--- src/rtl/isa_iocs_pkg.sv ---
package isa_iocs_pkg;

   localparam int unsigned BYTE_W = 8;
   localparam logic [BYTE_W-1:0] PAT_SEL_SET   = 8'h55;
   localparam logic [BYTE_W-1:0] PAT_SEL_CLEAR = 8'hAA;

   // decoded view of the device control registers
   typedef struct packed {
      logic active;    // logical device enabled on the bus
      logic chk_en;    // range-check request
      logic chk_pat;   // range-check pattern select
   } dev_ctrl_t;

   // operating mode after range check is qualified by the activate bit
   typedef enum logic [1:0] {
      MODE_IDLE  = 2'b00,
      MODE_LIVE  = 2'b01,
      MODE_CHECK = 2'b10
   } dev_mode_e;

   function automatic dev_mode_e resolve_mode(dev_ctrl_t c);
      if (c.active)      return MODE_LIVE;
      else if (c.chk_en) return MODE_CHECK;
      else               return MODE_IDLE;
   endfunction

endpackage

--- src/rtl/isa_iocs_match.sv ---
module isa_iocs_match #(
   parameter int unsigned DECODE_W = 10,
   parameter int unsigned MASK_W   = 8
) (
   input  logic [DECODE_W-1:0] addr,
   input  logic [DECODE_W-1:0] base,
   input  logic [MASK_W-1:0]   mask,
   output logic                hit
);
   localparam int unsigned HI_W = DECODE_W - MASK_W;

   logic [DECODE_W-1:0] care;
   logic [DECODE_W-1:0] diff;

   generate
      if (HI_W > 0) begin : g_wide
         assign care = {{HI_W{1'b1}}, ~mask};
      end else begin : g_narrow
         assign care = ~mask[DECODE_W-1:0];
      end
   endgenerate

   assign diff = addr ^ base;
   assign hit  = ((diff & care) == '0);
endmodule

--- src/rtl/isa_iocs_qual.sv ---
module isa_iocs_qual (
   input  logic hit,
   input  logic addr_only,
   input  logic iord_n,
   input  logic iowr_n,
   input  logic live,
   output logic sel
);
   logic strobe;

   assign strobe = ~iord_n | ~iowr_n;
   assign sel    = live & hit & (addr_only | strobe);
endmodule

--- src/rtl/isa_iocs_rangechk.sv ---
module isa_iocs_rangechk
   import isa_iocs_pkg::*;
#(
   parameter int unsigned NUM_CS = 3,
   parameter int unsigned DATA_W = 8
) (
   input  logic [NUM_CS-1:0] hit,
   input  dev_mode_e         mode,
   input  logic              pat_sel,
   input  logic              iord_n,
   output logic              drive,
   output logic [DATA_W-1:0] data
);
   logic any_hit;

   assign any_hit = |hit;
   assign drive   = (mode == MODE_CHECK) & ~iord_n & any_hit;

   always_comb begin
      data = '0;
      if (drive) begin
         data = pat_sel ? DATA_W'(PAT_SEL_SET) : DATA_W'(PAT_SEL_CLEAR);
      end
   end
endmodule

--- src/rtl/isa_iocs_decoder.sv ---
module isa_iocs_decoder
   import isa_iocs_pkg::*;
#(
   parameter int unsigned NUM_CS     = 3,
   parameter int unsigned DECODE_W   = 10,
   parameter int unsigned MASK_W     = 8,
   parameter int unsigned SIZE_REG_W = 16
) (
   input  logic                       clk,
   input  logic                       rst_n,
   input  logic [15:0]                isa_addr,
   input  logic                       iord_n,
   input  logic                       iowr_n,
   input  logic [NUM_CS-1:0]          cfg_addr_only,
   input  logic [NUM_CS*8-1:0]        cfg_base_hi,
   input  logic [NUM_CS*8-1:0]        cfg_base_lo,
   input  logic [NUM_CS*SIZE_REG_W-1:0] cfg_size,
   input  logic [7:0]                 cfg_activate,
   input  logic [7:0]                 cfg_range_chk,
   output logic [NUM_CS-1:0]          cs_o,
   output logic                       rd_drive_o,
   output logic [7:0]                 rd_data_o
);
   localparam int unsigned ADDR_W = 2 * BYTE_W;
   localparam int unsigned DATA_W = BYTE_W;

   generate
      if (NUM_CS < 1) begin : g_bad_count
         $error("NUM_CS must be at least 1");
      end
      if (DECODE_W > ADDR_W || DECODE_W < MASK_W) begin : g_bad_decode
         $error("DECODE_W must lie between MASK_W and the address width");
      end
      if (MASK_W > SIZE_REG_W) begin : g_bad_mask
         $error("MASK_W must fit inside the size register");
      end
   endgenerate

   dev_ctrl_t ctrl;
   dev_mode_e mode;
   logic      live;

   assign ctrl.active  = cfg_activate[0];
   assign ctrl.chk_en  = cfg_range_chk[1];
   assign ctrl.chk_pat = cfg_range_chk[0];
   assign mode         = resolve_mode(ctrl);
   assign live         = (mode == MODE_LIVE);

   wire unused_ctrl = ^{cfg_activate[7:1], cfg_range_chk[7:2]};

   logic [DECODE_W-1:0] addr_dec;
   assign addr_dec = isa_addr[DECODE_W-1:0];

   generate
      if (DECODE_W < ADDR_W) begin : g_addr_hi
         wire unused_addr_hi = ^isa_addr[ADDR_W-1:DECODE_W];
      end
   endgenerate

   logic [NUM_CS-1:0] hit;
   logic [NUM_CS-1:0] sel;

   for (genvar gi = 0; gi < NUM_CS; gi++) begin : g_sel
      logic [ADDR_W-1:0]     base_full;
      logic [SIZE_REG_W-1:0] size_full;

      assign base_full = {cfg_base_hi[gi*8 +: 8], cfg_base_lo[gi*8 +: 8]};
      assign size_full = cfg_size[gi*SIZE_REG_W +: SIZE_REG_W];

      if (DECODE_W < ADDR_W) begin : g_base_hi
         wire unused_base_hi = ^base_full[ADDR_W-1:DECODE_W];
      end
      if (MASK_W < SIZE_REG_W) begin : g_size_hi
         wire unused_size_hi = ^size_full[SIZE_REG_W-1:MASK_W];
      end

      isa_iocs_match #(
         .DECODE_W (DECODE_W),
         .MASK_W   (MASK_W)
      ) u_match (
         .addr (addr_dec),
         .base (base_full[DECODE_W-1:0]),
         .mask (size_full[MASK_W-1:0]),
         .hit  (hit[gi])
      );

      isa_iocs_qual u_qual (
         .hit       (hit[gi]),
         .addr_only (cfg_addr_only[gi]),
         .iord_n    (iord_n),
         .iowr_n    (iowr_n),
         .live      (live),
         .sel       (sel[gi])
      );
   end

   logic              chk_drive;
   logic [DATA_W-1:0] chk_data;

   isa_iocs_rangechk #(
      .NUM_CS (NUM_CS),
      .DATA_W (DATA_W)
   ) u_rangechk (
      .hit     (hit),
      .mode    (mode),
      .pat_sel (ctrl.chk_pat),
      .iord_n  (iord_n),
      .drive   (chk_drive),
      .data    (chk_data)
   );

   always_ff @(posedge clk or negedge rst_n) begin
      if (!rst_n) begin
         cs_o       <= '0;
         rd_drive_o <= 1'b0;
         rd_data_o  <= '0;
      end else begin
         cs_o       <= sel;
         rd_drive_o <= chk_drive;
         rd_data_o  <= chk_data;
      end
   end
endmodule

--- config.mk ---
export PLATFORM = sky130hd
export DESIGN_NAME = isa_iocs_decoder
export DESIGN_NICKNAME = d
export VERILOG_FILES = /design/src/rtl/isa_iocs_pkg.sv /design/src/rtl/isa_iocs_match.sv /design/src/rtl/isa_iocs_qual.sv /design/src/rtl/isa_iocs_rangechk.sv /design/src/rtl/isa_iocs_decoder.sv
export SDC_FILE = /design/constraint.sdc
export NUM_CORES = 1
export LEC_CHECK = 0
export BUFFER_PORTS_ARGS = -buffer_cell sky130_fd_sc_hd__buf_2
export CORE_ASPECT_RATIO = 0.5
export CORE_MARGIN = 3
export CORE_UTILIZATION = 24
export DETAILED_ROUTE_END_ITERATION = 8
export HOLD_SLACK_MARGIN = 0.12
export PLACE_DENSITY = 0.88
export SLEW_MARGIN = 30
export SYNTH_ARGS = -nofsm -noshare
export SYNTH_HDL_FRONTEND = slang
export SYNTH_SLANG_ARGS = --single-unit
--- constraint.sdc ---
create_clock -name clk -period 0.8 [get_ports clk]
set_input_delay 0.04 -clock clk [delete_from_list [all_inputs] [get_ports clk]]
set_output_delay 0.04 -clock clk [all_outputs]
set_load 0.02 [all_outputs]
# Word-level counts from Yosys, hierarchy flattened
# Index checks and enable logic that the tools add are counted.
dict set report word_totals {
  register_bits 12
  input_bits 135
  wordCells 36
}
dict set report op_classes {
  n_eq_ne 2
  reduce_logical 4
  n_mux 4
  n_bitwise 23
}
# op count
set op_table {}
lappend op_table {{$and A10 B10 Y10} 3}
lappend op_table {{$logic_not A10 Y1} 3}
lappend op_table {{$xor A10 B10 Y10} 3}
lappend op_table {{$not A8 Y8} 3}
lappend op_table {{$mux W8} 2}
lappend op_table {{$and A1 B1 Y1} 8}
lappend op_table {{$mux W2} 2}
lappend op_table {{$or A1 B1 Y1} 4}
lappend op_table {{$reduce_or A3 Y1} 1}
lappend op_table {{$eq A2 B1 Y1 const B} 1}
lappend op_table {{$eq A2 B2 Y1 const B} 1}
lappend op_table {{$not A1 Y1} 2}

# Logic depth before layout (Yosys ltp)
dict set report logic_depth {
  word_depth 6
  depth_mapped 6
  depth_no_buf 6
}

# Hierarchy
# From an unflattened synthesis, not the netlist that was laid out.
dict set report hier_totals {
  hier_cells 85
  area_unflattened_um2 848.3
}
# mod cells_per_inst area_each_um2 instances seq_area_each_um2
set by_module_without_submodules {}
lappend by_module_without_submodules {isa_iocs_match 17 133.9 3 0.0}
lappend by_module_without_submodules {isa_iocs_decoder 14 310.3 1 300.3}
lappend by_module_without_submodules {isa_iocs_rangechk 11 95.1 1 0.0}
lappend by_module_without_submodules {isa_iocs_qual 3 13.8 3 0.0}

# Worst setup path after synthesis
# No wires, ideal clock.
dict set report synth_path {
  path_type {input port to flip-flop}
  from {input isa_addr[3]}
  to {register rd_data_o[6]}
  path_slack_ns -0.161
  arrival_ns 0.896
  n_path_buf 0
  setup_ns 0.066
  stages 6
  required_time_ns 0.734
  path_cell_list {xnor2_1 o22ai_1 nor3_2 o211ai_2 a31oi_4 and2_1}
}
dict set report synth_via {
  elab_chain_len 6
  word_cells_on_any_way 12
  cone_classes {mux: 1; bitwise: 7; reduce/logical: 4}
}
# element line
set synth_lines {}
lappend synth_lines {{start: declaration} isa_iocs_decoder.sv:11} ;# input logic [15:0] isa_addr,
lappend synth_lines {{$xor A10 B10 Y10} isa_iocs_match.sv:23} ;# assign diff = addr ^ base;
lappend synth_lines {{$and A10 B10 Y10} isa_iocs_match.sv:24} ;# assign hit = ((diff & care) == '0);
lappend synth_lines {{$logic_not A10 Y1} isa_iocs_match.sv:24}
lappend synth_lines {{$reduce_or A3 Y1 (*)} isa_iocs_rangechk.sv:16} ;# assign any_hit = |hit;
lappend synth_lines {{$and A1 B1 Y1 (*)} isa_iocs_rangechk.sv:17} ;# assign drive = (mode == MODE_CHECK) & ~iord_n & any_hit;
lappend synth_lines {{named net chk_drive} isa_iocs_decoder.sv:97} ;# logic chk_drive;
lappend synth_lines {{$mux W8 (*)} isa_iocs_rangechk.sv:21} ;# if (drive) begin
lappend synth_lines {{end signal: assignment} isa_iocs_decoder.sv:120} ;# rd_data_o <= chk_data;
lappend synth_lines {{end: declaration} isa_iocs_decoder.sv:22} ;# output logic [7:0] rd_data_o
# The timed path passes the listed nets; every way through them passes the cells marked *.

# Worst setup path after layout
dict set report layout_path {
  from {input isa_addr[8]}
  to {register rd_data_o[6]}
}
# Same word-level chain as after synthesis.

==> out/results.tsv <==
stage	metric	value	unit
worst_setup_path	crit_chain	buf_8, xnor2_1, o211ai_1, nor3_2, o211ai_2, a31oi_4, and2_1	
floorplanning	core.rowCount	12	
timing	worst_pin_slew	0.399	ns
finish	diodes	0	
finish	drive_gt1_share	76.2	%
finish	syn_to_final_growth	119	%
timing	hold_slack	0.133	ns
power	sw_frac_of_total	27.0	%
grt	grt_first_pass_wirelength	4.15	mm
power	combPwrFrac	47.1	%
yosys	synth_area_leaders	xnor2_1, dfrtp_1, buf_4	
yosys	syn_inst	71	
yosys	synth_cell_types	16	
power	peakVddDrop	0.656	mV
grt	grt_pass1_vias	930	
timing	clock.fmax	1010	MHz
outcome	status	complete, but fails checks	
timing	fin_crit	0.986	ns
yosys	ys_warn_count	0	
yosys	ys_ff_latch	6	
detailed_routing	drt_pre_antenna_iters	4	
run	drv_cap	0	
floorplanning	fp.dieArea	0.00355	sq mm
clocking	htree_levels	1	
outcome	violations	setup timing	
finish	fill_cells	221	
clocking	clock_path_buffers	2	
detailed_routing	vias	906	
worst_setup_path	worstPathArrival	1.14	ns
placed_design	placed_cell_area	0.00118	sq mm
clocking	cts_buffers	3	
power	switching_power	0.379	mW
detailed_routing	first_iter_violations	11	
detailed_routing	drtAntennaViolNets	0	
finish	final_util	60.9	%
finish	final_cell_mix	buf_2, xnor2_1, xnor2_2	
worst_setup_path	cp_max_fo	3	
grt	track_usage	15.8	%
floorplanning	die_x	81.3	um
power	power_frac_seq	22.2	%
timing	drv_slew	0	
yosys	syn_avg_cell_area	9.59	sq um
power	powerDensity	942	mW/mm^2
finish	layout_commonest_cell	buf_2	
finish	fin_area	0.00149	sq mm
timing	fin_crit_sh	123	%
yosys	yosysTopAreaCell	xnor2_1	
floorplanning	start_util	27.8	%
worst_setup_path	end_kind	register	
placed_design	place_hpwl	2.46	mm
worst_setup_path	setup.worst_path.class	input port to register	
worst_hold_path	hold_class	input port to register	
worst_setup_path	cp_slowest_stage_delay	0.21	ns
power	clkPwrFrac	30.7	%
floorplanning	fp.dieH	43.7	um
timing	slew_headroom	73.1	%
yosys	synth_area	681	sq um
detailed_routing	routed_wl	2.88	mm
clocking	clk_pin_slew	0.03	ns
timing	finalSetupViolCount	14	
power	intPower	1.03	mW
grt	antenna_found_initial	0	
timing	grt_setup_unrepaired	true	
floorplanning	fp.coreArea	0.00245	sq mm
detailed_routing	drc_errors	0	
grt	grt_start_max_net_pins	7	
detailed_routing	wl_per_cell	14.5	um
detailed_routing	avgViaCountPerCell	4.55	
worst_setup_path	crit_slowest_cell	a31oi_4	
finish	fin_nets	301	
grt	overflow	0	
placed_design	gp_congestion	0.788	
clocking	cts_root_buf	clkbuf_8	
timing	hold_violations	0	
timing	setup_ws	-0.186	ns
clocking	cts_sinks	6	
clocking	cts_tree	built	
yosys	ys_seq_area_share	22.1	%
worst_setup_path	start_kind	input port	
floorplanning	io_pins	147	
yosys	syn-num-nets	206	
yosys	synthDominantCellAreaShare	38.6	%
power	cellLeakagePower	0.748	nW
placed_design	portBuffers	85	
worst_setup_path	critPathRequiredTime	0.95	ns
stage by stage:
step                      power, mW  std cells  worst slack [ns]  setup TNS [ns]
after detailed placement      0.843        192            -0.487           -2.41
final                          1.40        199            -0.186           -1.18
after global routing           1.49        199            -0.277           -1.90
after floorplan               0.555         71            -0.143          -0.312
after CTS                      1.39        198            -0.173           -1.07
after global placement        0.822        192            -0.396           -2.01
synthesized netlist by cell type (all sizes together):
master / number
a31oi: 1
and2: 1
and2b: 1
buf: 6
dfrtp: 6
nand2: 1
nor2: 3
nor3: 3
o211ai: 6
o21ai: 3
o22a: 3
o22ai: 6
or3b: 1
xnor2: 30
flip-flops by register name, indices dropped and copies added (netlist names):
name / flops
cs_o: 3
rd_data_o: 2
rd_drive_o: 1
worst max-delay path: cells and delay by family:
| kind | cells | cell delay [ns] |
|---|---|---|
| xor gates and xnor gates | 1 | 0.18 |
| AOI/OAI and AO/OA | 3 | 0.51 |
| buffers and inverters | 1 | 0.11 |
| and+or+nand+nor | 2 | 0.30 |
power groups by stage:
stage / combinational (mW) / sequential (mW) / clock (mW)
after global placement: 0.508 / 0.314 / 0
after global routing: 0.709 / 0.311 / 0.467
after floorplan: 0.236 / 0.319 / 0
final: 0.662 / 0.311 / 0.431
after detailed placement: 0.529 / 0.314 / 0
after CTS: 0.631 / 0.311 / 0.446
per-layer routing:
metal	part of all wire, %	global-route usage (%)	up-vias
met5	0	0	-
met4	3.3	4.38	0
met3	5.2	1.66	8
met1	29	13.6	428
li1	-	-	434
met2	63	36.9	36
final timing paths:
path / cells past startpoint / startpoint / endpoint / slack [ns]
setup / recovery: 7 / isa_addr[8] / rd_data_o[6]$_DFF_PN0_ / -0.19
hold / removal: 3 / cfg_addr_only[1] / cs_o[1]$_DFF_PN0_ / 0.13
max in group asynchronous: 2 / rst_n / cs_o[0]$_DFF_PN0_ / 0.46
min in group asynchronous: 2 / rst_n / rd_data_o[6]$_DFF_PN0_ / 0.21
cell families after synthesis:
logic type | Yosys count | share of synthesized area, %
AND/OR/NAND/NOR | 10 | 9.19
buffers and inverters | 6 | 6.62
flip-flops | 6 | 22.1
XOR/XNOR | 30 | 38.6
AO/OA/AOI/OAI | 19 | 23.5
area by class of cell:
type                       instances  area [sq um]  area share (%)
multi-input combinational         59           632            42.4
sequential                         6           150            10.1
timing repair buffer              96           623            41.8
clock buffer                       3          41.3            2.77
tap                               35          43.8            2.94
repair_timing:
| item | 4_1_cts | 5_1_grt |
|---|---|---|
| gates cloned | 0 | 0 |
| pin swaps | 23 | 6 |
| buffers inserted | 1 | 1 |
| resized for setup | 46 | 6 |
| hold buffers | 2 | 0 |
| endpoints found under the setup margin | 14 | 14 |
| endpoints found under the hold margin | 9 | 0 |
Note: power is estimated with default switching activity, not from simulation.
